### src/rtl/rtc_pi_pkg.sv
package rtc_pi_pkg;
  // divider control codes (field of the rate/divider register)
  localparam logic [2:0] DIV_RUN   = 3'b010;
  localparam logic [2:0] DIV_HOLDA = 3'b110;
  localparam logic [2:0] DIV_HOLDB = 3'b111;

  // positions in the flag byte
  localparam int FLG_SUM = 7;
  localparam int FLG_PER = 6;
  localparam int FLG_ALM = 5;
  localparam int FLG_UPD = 4;

  typedef enum logic [1:0] {
    UPS_IDLE = 2'd0,
    UPS_PRE  = 2'd1,
    UPS_BUSY = 2'd2
  } upd_state_e;
endpackage

### src/rtl/rtc_tick_div.sv
module rtc_tick_div
  import rtc_pi_pkg::*;
#(
  parameter int SEC_TICKS = 32768,
  parameter int PRE_TICKS = 8,
  parameter int RATE_W    = 4
) (
  input  logic              clk,
  input  logic              rst_n,
  input  logic              ref_tick,
  input  logic [2:0]        div_ctl,
  input  logic [RATE_W-1:0] rate_sel,
  input  logic              sqwe,
  output logic              run_tick,
  output logic              pre_hit,
  output logic              sec_wrap,
  output logic              per_ev,
  output logic              sqw
);
  localparam int CNT_W = $clog2(SEC_TICKS);
  localparam logic [CNT_W-1:0] CNT_LAST = CNT_W'(SEC_TICKS - 1);
  localparam logic [CNT_W-1:0] CNT_HALF = CNT_W'(SEC_TICKS / 2);
  localparam logic [CNT_W-1:0] CNT_PRE  = CNT_W'(SEC_TICKS - 1 - PRE_TICKS);

  logic [CNT_W-1:0] cnt_q, cnt_d;
  logic [CNT_W-1:0] tap_mask;
  logic             sqw_q, sqw_d;
  logic             div_hold, div_run;

  assign div_hold = (div_ctl == DIV_HOLDA) || (div_ctl == DIV_HOLDB);
  assign div_run  = (div_ctl == DIV_RUN);
  assign run_tick = ref_tick && div_run;
  assign sec_wrap = run_tick && (cnt_q == CNT_LAST);
  assign pre_hit  = run_tick && (cnt_q == CNT_PRE);

  // low (rate-1) bits of the chain must all be ones at the event tick
  always_comb begin
    tap_mask = '0;
    for (int i = 0; i < CNT_W; i++) begin
      if (i + 1 < int'(rate_sel)) tap_mask[i] = 1'b1;
    end
  end

  assign per_ev = run_tick && (rate_sel != '0) && ((cnt_q & tap_mask) == tap_mask);

  always_comb begin
    cnt_d = cnt_q;
    if (div_hold) begin
      cnt_d = CNT_HALF;
    end else if (run_tick) begin
      cnt_d = (cnt_q == CNT_LAST) ? '0 : cnt_q + CNT_W'(1);
    end
  end

  always_comb begin
    sqw_d = sqw_q;
    if (!sqwe || (rate_sel == '0)) begin
      sqw_d = 1'b0;
    end else if (per_ev) begin
      sqw_d = ~sqw_q;
    end
  end

  always_ff @(posedge clk or negedge rst_n) begin
    if (!rst_n) begin
      cnt_q <= CNT_HALF;
      sqw_q <= 1'b0;
    end else begin
      cnt_q <= cnt_d;
      sqw_q <= sqw_d;
    end
  end

  assign sqw = sqw_q;
endmodule

### src/rtl/rtc_upd_seq.sv
module rtc_upd_seq
  import rtc_pi_pkg::*;
#(
  parameter int MAX_TICKS = 65
) (
  input  logic clk,
  input  logic rst_n,
  input  logic run_tick,
  input  logic pre_hit,
  input  logic sec_wrap,
  input  logic set_hold,
  input  logic upd_done,
  output logic uip,
  output logic upd_start,
  output logic upd_end
);
  localparam int TMR_W = $clog2(MAX_TICKS + 1);
  localparam logic [TMR_W-1:0] TMR_LAST = TMR_W'(MAX_TICKS - 1);

  upd_state_e       st_q, st_d;
  logic [TMR_W-1:0] tmr_q, tmr_d;
  logic             start_q, start_d;
  logic             uip_q;

  always_comb begin
    st_d    = st_q;
    tmr_d   = tmr_q;
    start_d = 1'b0;
    upd_end = 1'b0;
    unique case (st_q)
      UPS_IDLE: begin
        if (pre_hit && !set_hold) st_d = UPS_PRE;
      end
      UPS_PRE: begin
        if (set_hold) begin
          st_d = UPS_IDLE;
        end else if (sec_wrap) begin
          st_d    = UPS_BUSY;
          tmr_d   = '0;
          start_d = 1'b1;
        end
      end
      UPS_BUSY: begin
        if (set_hold) begin
          st_d = UPS_IDLE;
        end else if (upd_done) begin
          st_d    = UPS_IDLE;
          upd_end = 1'b1;
        end else if (run_tick) begin
          if (tmr_q == TMR_LAST) begin
            st_d    = UPS_IDLE;
            upd_end = 1'b1;
          end else begin
            tmr_d = tmr_q + TMR_W'(1);
          end
        end
      end
      default: st_d = UPS_IDLE;
    endcase
  end

  always_ff @(posedge clk or negedge rst_n) begin
    if (!rst_n) begin
      st_q    <= UPS_IDLE;
      tmr_q   <= '0;
      start_q <= 1'b0;
      uip_q   <= 1'b0;
    end else begin
      st_q    <= st_d;
      tmr_q   <= tmr_d;
      start_q <= start_d;
      uip_q   <= (st_d != UPS_IDLE);
    end
  end

  assign uip       = uip_q;
  assign upd_start = start_q;
endmodule

### src/rtl/rtc_irq_flags.sv
module rtc_irq_flags #(
  parameter int NFLAG = 3
) (
  input  logic             clk,
  input  logic             rst_n,
  input  logic [NFLAG-1:0] ev,
  input  logic [NFLAG-1:0] en,
  input  logic             rd,
  output logic [NFLAG-1:0] flg,
  output logic             irq
);
  logic [NFLAG-1:0] flg_q, flg_d;

  // a clearing read loses to an event in the same cycle
  always_comb begin
    flg_d = (rd ? '0 : flg_q) | ev;
  end

  always_ff @(posedge clk or negedge rst_n) begin
    if (!rst_n) flg_q <= '0;
    else        flg_q <= flg_d;
  end

  assign flg = flg_q;
  assign irq = |(flg_q & en);
endmodule

### src/rtl/rtc_pi_core.sv
module rtc_pi_core
  import rtc_pi_pkg::*;
#(
  parameter int SEC_TICKS = 32768,
  parameter int PRE_TICKS = 8,
  parameter int UPD_TICKS = 65
) (
  input  logic       clk,
  input  logic       rst_n,
  input  logic       ref_tick,
  input  logic [3:0] rate_sel,
  input  logic [2:0] div_ctl,
  input  logic       ctl_set,
  input  logic       ctl_pie,
  input  logic       ctl_aie,
  input  logic       ctl_uie,
  input  logic       ctl_sqwe,
  input  logic       alarm_hit,
  input  logic       upd_done,
  input  logic       flag_rd,
  output logic       sqw_out,
  output logic       irq_n,
  output logic       uip,
  output logic       upd_start,
  output logic [7:0] flags
);
  logic       run_tick, pre_hit, sec_wrap, per_ev, upd_end, irq;
  logic [2:0] flg;

  rtc_tick_div #(.SEC_TICKS(SEC_TICKS), .PRE_TICKS(PRE_TICKS), .RATE_W(4)) u_div (
    .clk(clk), .rst_n(rst_n), .ref_tick(ref_tick), .div_ctl(div_ctl),
    .rate_sel(rate_sel), .sqwe(ctl_sqwe), .run_tick(run_tick),
    .pre_hit(pre_hit), .sec_wrap(sec_wrap), .per_ev(per_ev), .sqw(sqw_out)
  );

  rtc_upd_seq #(.MAX_TICKS(UPD_TICKS)) u_seq (
    .clk(clk), .rst_n(rst_n), .run_tick(run_tick), .pre_hit(pre_hit),
    .sec_wrap(sec_wrap), .set_hold(ctl_set), .upd_done(upd_done),
    .uip(uip), .upd_start(upd_start), .upd_end(upd_end)
  );

  // flag order inside the unit: [2]=periodic [1]=alarm [0]=update-ended
  rtc_irq_flags #(.NFLAG(3)) u_flg (
    .clk(clk), .rst_n(rst_n),
    .ev({per_ev, alarm_hit, upd_end}),
    .en({ctl_pie, ctl_aie, ctl_uie}),
    .rd(flag_rd), .flg(flg), .irq(irq)
  );

  always_comb begin
    flags          = '0;
    flags[FLG_SUM] = irq;
    flags[FLG_PER] = flg[2];
    flags[FLG_ALM] = flg[1];
    flags[FLG_UPD] = flg[0];
  end

  assign irq_n = ~irq;
endmodule

### config.mk
export PLATFORM = sky130hd
export DESIGN_NAME = rtc_pi_core
export DESIGN_NICKNAME = d
export VERILOG_FILES = /design/src/rtl/rtc_pi_pkg.sv /design/src/rtl/rtc_tick_div.sv /design/src/rtl/rtc_upd_seq.sv /design/src/rtl/rtc_irq_flags.sv /design/src/rtl/rtc_pi_core.sv
export SDC_FILE = /design/constraint.sdc
export NUM_CORES = 1
export LEC_CHECK = 0
export ABC_AREA = 1
export ABC_CLOCK_PERIOD_IN_PS = 2050
export BUFFER_PORTS_ARGS = -buffer_cell sky130_fd_sc_hd__buf_2
export CORE_MARGIN = 5
export CORE_UTILIZATION = 45
export CTS_BUF_LIST = sky130_fd_sc_hd__clkbuf_16
export CTS_CLUSTER_DIAMETER = 60
export DETAILED_ROUTE_END_ITERATION = 6
export GPL_TIMING_DRIVEN = 0
export PLACE_DENSITY = 0.76
export SKIP_CTS_REPAIR_TIMING = 1
export SLEW_MARGIN = 40
export SYNTH_ARGS = -nofsm -noshare
export SYNTH_HDL_FRONTEND = slang
export SYNTH_HIERARCHICAL = 1
export SYNTH_SLANG_ARGS = --single-unit
### constraint.sdc
create_clock -name clk -period 2.05 [get_ports clk]
set_input_delay 0 -clock clk [delete_from_list [all_inputs] [get_ports clk]]
set_output_delay 0 -clock clk [all_outputs]
set_load 0.02 [all_outputs]
==> impl_results.md, run 1 <==
- Crit path kind: flip-flop to flip-flop
- Flops & latches, synth: 30
- Hold Vio Cnt, Final: 0
- CTS root buf: clkbuf_16
- Row count: 24
- DR WL/cell: 12.6 um
- # diodes: 0
- Routed Antenna Nets: 0
- Share of synthesized flip-flops with an asynchronous set or reset: 1.00
- Die Ht: 76.0 um
- Ys Warns: 6
- Setup Total Neg Slack: 0 ns
- Fmax: 511 MHz
- Max Fanout on Critical Path: 5
- Num ports: 30
- CP max-delay cell: dfrtp_1
- FF+latch area: 752 sq um
- Routed WL: 4.63 mm
- Placed Instances: 349
- Total CTS buffers: 5
- Initial antenna violation count: 0
- Syn Inst Count: 269
- Ys flop type: dfrtp_1
- Synth area leader: dfrtp_1
- CTS H-tree depth: 2
- Most frequent cells after synthesis: nand2_1, inv_1, dfrtp_1
- Nets: 334
- First-pass GRT wire length: 7.34 mm
- Endpoints failing setup: 0
- WP data arrival: 2.12 ns
- First-pass DRT Iterations: 5
- Synthesis-to-finish area growth: 25.1%
- Max-slew headroom: 0.541
- Clock Skew: 0.00731 ns
- Final routed DRC violation total: 0
- Avg Inst Size Synth: 7.28 sq um
- Clk Latency, worst-skew pair: 0.28 ns
- RePlAce Congestion: 0.908
- Clk pin slew, worst setup/hold paths: 0.05 ns
- Area of the multi-input gates: 1080 sq um
- Vias in the first global route: 1,664
- Sequential share of the synthesized area: 0.384
- CP max stage delay: 0.43 ns
- Post-synth EDFFs: 0
- Detailed-route via count: 1,886
- Req. time, crit path: 2.22 ns
- PwrDens: 598 nW/um^2
- PortBufs: 25
- Clock sink total: 30
- CTS tree: done
- Critical path, cell by cell: ha_4 -> nand2_4 -> nor2_4 -> nand2_4 -> nor2_4 -> nand3_4 -> nor3_4 -> nand3_4 -> buf_6 -> nand3_1 -> nand2_1
- Synth Cell Area: 1960 sq um
- GRT Util Overall: 0.154
- Top cells by area, synth: dfrtp_1, nand2_1, inv_1
- Hpwl dp: 3.17 mm
- Cell with the most instances after synthesis: nand2_1
- Slew Limit Fails: 0
- Startpoint types: flip-flop
- Final Non-Filler Cells: 366
- Grt ovf: 0
- Status: complete, no violations
- Starting Density: 0.456
- Fillers: 397
- Crit. End Element: flip-flop
- DR vias/cell: 5.15
- Die footprint: 5770 sq um
- Max IR drop VDD: 0.000450 V
- Clock Path Buffers: 2
- Final period util: 0.955
- Largest net degree at the start of global routing: 31
- Chip width: 76.0 um
- Max Cap Violations: 0
- DR iter-0 viols: 191
- Post-synth top area share: 0.371
- Hold WS: 0.0691 ns
- Period minus WS final: 1.96 ns
- P_leak: 1.26 nW
- Share of cells above drive strength 1: 0.213
- Hold Path Class: input pin to flip-flop
- Unique masters post-synth: 31
- Core box area: 4290 sq um
- Worst slew pin tran: 0.689 ns
==> sequential cells by signal, summed over array words and instances (netlist names) <==
signal and count:
u_div/cnt_q 15, u_div/sqw 1, u_flg/flg 3, u_seq/st_q 2, u_seq/tmr_q 7, u_seq/uip 1
u_seq/upd_start 1
==> per-stage QoR <==
stage / worst slack, ns / total power [mW] / instance area (sq um) / util
5_1_grt: -0.0402 / 1.53 / 2450 / 0.571
3_3_place_gp: -0.0607 / 0.757 / 2160 / 0.503
6_report: 0.0921 / 1.47 / 2450 / 0.571
3_5_place_dp: -0.0879 / 0.759 / 2160 / 0.503
4_1_cts: -0.111 / 1.45 / 2300 / 0.536
2_1_floorplan: 0.206 / 0.706 / 1970 / -
==> power breakdown <==
group	internal (mW)	leakage [nW]	switching, mW
sequential	0.608	0.411	0.0167
clock	0.442	0.0672	0.253
combinational	0.0552	0.784	0.0914
total	1.10	1.26	0.361
==> final cells by class <==
class                      instances  area share
clock inverter                     3     0.00664
tap                               52      0.0266
multi-input combinational        195       0.441
inverter                          40      0.0613
timing repair buffer              34      0.0843
sequential                        30       0.307
buffer                             7      0.0220
clock buffer                       5      0.0511
==> cells by family after synthesis <==
group / share of synthesized area
AO/OA/AOI/OAI: 0.0837
XOR/XNOR: 0.0403
adder cells (fa/ha/maj): 0.0192
buffers and inverters: 0.101
flip-flops: 0.384
other: 0.00192
AND/OR/NAND/NOR: 0.370
==> worst max-delay path: cells and delay by family, from the launching register on <==
| kind | cells | cell delay [ns] |
|---|---|---|
| AND/OR/NAND/NOR | 9 | 1.08 |
| adder cells (fa/ha/maj) | 1 | 0.18 |
| buffers and inverters | 1 | 0.16 |
| flip-flops | 1 | 0.43 |
==> cells in the final DEF (no fill, tap or decap), drive strengths merged, types with 5 or more instances in the layout <==
cell | netlist | layout
nand2 | 74 | 74
inv | 40 | 40
buf | 7 | 37
nor2 | 35 | 35
dfrtp | 29 | 29
nand3 | 29 | 29
xor2 | 9 | 9
o21ai | 9 | 9
nand4 | 7 | 7
clkbuf | 0 | 5
o21bai | 5 | 5
nor3 | 5 | 5
==> worst paths after layout <==
path,start,endpoint,slack (ns),cells past startpoint
max,u_div/cnt_q[0]$_DFFE_PN0P_,u_seq/tmr_q[2]$_DFFE_PN0P_,0.09,11
min,upd_done,u_seq/st_q[1]$_DFF_PN0_,0.07,4
max reg2reg,u_div/cnt_q[0]$_DFFE_PN0P_,u_seq/tmr_q[2]$_DFFE_PN0P_,0.09,11
min reg2reg,u_div/sqw$_DFFE_PN0P_,u_div/sqw$_DFFE_PN0P_,0.52,2
max in group asynchronous,rst_n,u_seq/tmr_q[6]$_DFFE_PN0P_,1.30,2
min in group asynchronous,rst_n,u_div/cnt_q[1]$_DFFE_PN0P_,0.31,2
==> layer usage <==
metal | global-route usage | up-vias | share of wire
met5 | 0 | - | 0
met4 | 0.0747 | 0 | 0.023
met2 | 0.226 | 87 | 0.44
met3 | 0.0450 | 9 | 0.081
met1 | 0.205 | 850 | 0.46
li1 | - | 940 | -
Power figures use the tool's default switching activity.
==> run 2, diff against run 1 <==
--- a/config.mk
+++ b/config.mk
@@ -6,15 +6,14 @@
 export NUM_CORES = 1
 export LEC_CHECK = 0
 export ABC_AREA = 1
-export ABC_CLOCK_PERIOD_IN_PS = 2050
+export ABC_CLOCK_PERIOD_IN_PS = 2400
 export BUFFER_PORTS_ARGS = -buffer_cell sky130_fd_sc_hd__buf_2
 export CORE_MARGIN = 5
 export CORE_UTILIZATION = 45
 export CTS_BUF_LIST = sky130_fd_sc_hd__clkbuf_16
 export CTS_CLUSTER_DIAMETER = 60
 export DETAILED_ROUTE_END_ITERATION = 6
-export GPL_TIMING_DRIVEN = 0
-export PLACE_DENSITY = 0.76
+export PLACE_DENSITY = 0.78
 export SKIP_CTS_REPAIR_TIMING = 1
 export SLEW_MARGIN = 40
 export SYNTH_ARGS = -nofsm -noshare
==> constraint.sdc (replaced) <==
create_clock -name clk -period 2.4 [get_ports clk]
set_input_delay 0 -clock clk [delete_from_list [all_inputs] [get_ports clk]]
set_output_delay 0 -clock clk [all_outputs]
set_load 0.02 [all_outputs]
==> run 2 against run 1 <==
Against the previous run:
- first-iteration DRC count down 42%
- clock skew down 0.00082 ns
- routed wire length down 3.6%
- global-route usage up 0.63 points
- non-clock buffer count down 11
- sequential share of layout area up 2.0 points
- critical path depth up 1
- critical path type unchanged
==> impl_results.md, run 2 (synthesis results as in run 1) <==
- Grt met3 use: 0.0462 (+0.00118)
- Crit path kind: flip-flop to flip-flop
- Reg2reg end: u_seq/tmr_q[5]$_DFFE_PN0P_
- Routed WL: 4.46 mm (-3.6%)
- Slew Limit Fails: 0 (unchanged)
- # diodes: 0 (unchanged)
- Largest net degree at the start of global routing: 31 (unchanged)
- Worst slack, placed: 0.437 ns (+0.525 ns)
- First-pass DRT Iterations: 4 (-1)
- Crit. End Element: flip-flop
- Starting Density: 0.456 (unchanged)
- Synthesis-to-finish area growth: 17.5%
- Share of cells above drive strength 1: 0.172 (-0.0418)
- CTS root buf: clkbuf_16
- Nets: 323 (-3.3%)
- Initial antenna violation count: 0 (unchanged)
- Internal power: 0.933 mW (-16%)
- Post-route setup slack: 0.409 ns (+0.317 ns)
- CTS H-tree depth: 2 (unchanged)
- Hold Path Class: input pin to flip-flop
- Routed Antenna Nets: 0 (unchanged)
- Clock sink total: 30 (unchanged)
- CP max stage delay: 0.40 ns (-0.03 ns)
- Num ports: 30 (unchanged)
- Clk pin slew, worst setup/hold paths: 0.05 ns (about the same)
- Period minus WS final: 1.99 ns (+0.0334 ns)
- Most frequent cells in the layout: nand2_1, inv_1, dfrtp_1
- Fmax: 502 MHz (-1.7%)
- P_leak: 1.16 nW (-7.8%)
- DR WL/cell: 12.6 um (-0.60%)
- CTS tree: done
- Launching point of the worst reg2reg path: u_div/cnt_q[0]$_DFFE_PN0P_
- GRT busiest layer: met2
- Clk network pwr share: 0.485 (+0.011)
- Grt met2 use: 0.252 (+0.0257)
- Max IR drop VDD: 0.000301 V (-33%)
- Worst setup path endpoint: u_seq/tmr_q[5]$_DFFE_PN0P_
- RePlAce Congestion: 0.956 (+5.2%)
- DR iter-0 viols: 111 (-42%)
- Max Cap Violations: 0 (unchanged)
- Detailed-route via count: 1,807 (-4.2%)
- Reg2reg setup slack: 0.41 ns (+0.32 ns)
- Combinational power share: 0.088 (-0.012)
- PortBufs: 25 (unchanged)
- Die footprint: 5770 sq um (unchanged)
- Setup Total Neg Slack: 0 ns (unchanged)
- Req. time, crit path: 2.62 ns (+0.40 ns)
- Clk Latency, worst-skew pair: 0.28 ns (about the same)
- Clock Path Buffers: 2 (unchanged)
- Worst slew pin tran: 0.671 ns (-0.0180 ns)
- RSZ-0062 raised after global routing: no
- Vias in the first global route: 1,759 (+5.7%)
- Startpoint types: flip-flop
- Crit path max-delay family: simple AND/OR/NAND/NOR gates
- DR vias/cell: 5.09 (-1.2%)
- Max Fanout on Critical Path: 11 (+6)
- Final routed DRC violation total: 0 (unchanged)
- Chip width: 76.0 um (unchanged)
- Status: complete, no violations
- Part of the power in registers: 0.427 (about the same)
- Die Ht: 76.0 um (unchanged)
- First-pass GRT wire length: 7.69 mm (+4.7%)
- Power Total: 1.24 mW (-15%)
- Hpwl dp: 3.36 mm (+6.0%)
- Final period util: 0.830 (-0.125)
- Most common cell after layout, fill and taps aside: nand2_1
- Max-slew headroom: 0.553 (+0.0120)
- Reg2Reg Depth: 12 (+1)
- Sw frac: 0.248 (+0.00196)
- Grt ovf: 0 (unchanged)
- Number of flip-flops in the largest register: 15 (unchanged)
- GRT Util Overall: 0.160 (+0.00628)
- Endpoints failing setup: 0 (unchanged)
- Row count: 24 (unchanged)
- Total CTS buffers: 5 (unchanged)
- Critical path, cell by cell: ha_1 -> nand2_1 -> nor2_2 -> nand2_2 -> nor2_4 -> nand3_2 -> nor3_1 -> nand3_1 -> buf_4 -> nand2_4 -> nand3_1 -> nand2_1
- Stages on worst setup path: 12 (+1)
- Met1 Use GR: 0.201 (-0.00402)
- Crit path launch: u_div/cnt_q[0]$_DFFE_PN0P_
- Biggest register: u_div/cnt_q
- Switching pwr: 0.308 mW (-15%)
- Core box area: 4290 sq um (unchanged)
- CP max-delay cell: dfrtp_1
- CP Buf/Inv Count: 1 (unchanged)
- Hold Vio Cnt, Final: 0 (unchanged)
- PwrDens: 539 nW/um^2 (-9.8%)
- Clock Skew: 0.00649 ns (-0.000819 ns)
- WP data arrival: 2.21 ns (+0.09 ns)
==> run 2: changes by cell type in the layout (fill, tap and decap cells not counted), sizes merged <==
cell,delta
buf,-11
==> run 2: per-layer routing <==
| metal | vias to the layer above | part of all wire |
|---|---|---|
| met5 | - | 0 |
| met3 | 7 | 0.068 |
| met1 | 821 | 0.46 |
| met4 | 0 | 0.017 |
| li1 | 919 | - |
| met2 | 60 | 0.46 |
==> run 2: power groups by stage <==
stage | Sequential (mW) | Combinational [mW] | Clock [mW]
floorplan | 0.537 | 0.0666 | 0
global placement | 0.537 | 0.103 | 0
detailed placement | 0.538 | 0.103 | 0
CTS | 0.529 | 0.104 | 0.613
global route | 0.530 | 0.126 | 0.634
finish | 0.530 | 0.109 | 0.602
==> run 2: stage by stage <==
stage | instances | instance area [sq um] | hold slack (ns) | utilization
after detailed placement | 343 | 2120 | 0.0791 | 0.494
final | 355 | 2300 | 0.0486 | 0.536
after floorplan | 272 | 1970 | -0.296 | -
after global routing | 355 | 2300 | 0.0653 | 0.536
after CTS | 351 | 2260 | -0.221 | 0.527
after global placement | 343 | 2120 | 0.0681 | 0.494
==> run 2: tightest hold or removal path: cells and delay by family <==
family        cells  cell delay [ns]
buf+inv           1             0.10
simple gates      3             0.20
==> run 2: cell type report <==
type	instances	area, sq um
clock inverters	3	16.3
flip-flops and latches	30	752
well taps	52	65.1
fillers	415	1990
multi-input cells	195	1020
inverters	40	150
repair buffers	30	173
clock buffers	5	125
==> run 2: worst min path at each step <==
stage | end | slack, ns | cells past startpoint | start
2_1_floorplan | u_div/cnt_q[0]$_DFFE_PN0P_ | -0.30 | 0 | rst_n
3_3_place_gp | u_div/cnt_q[9]$_DFFE_PN0P_ | 0.07 | 1 | rst_n
3_5_place_dp | u_div/cnt_q[10]$_DFFE_PN0P_ | 0.08 | 1 | rst_n
4_1_cts | u_div/cnt_q[12]$_DFFE_PN0P_ | -0.22 | 1 | rst_n
5_1_grt | u_div/sqw$_DFFE_PN0P_ | 0.07 | 4 | rate_sel[3]
6_report | u_div/sqw$_DFFE_PN0P_ | 0.05 | 4 | rate_sel[3]
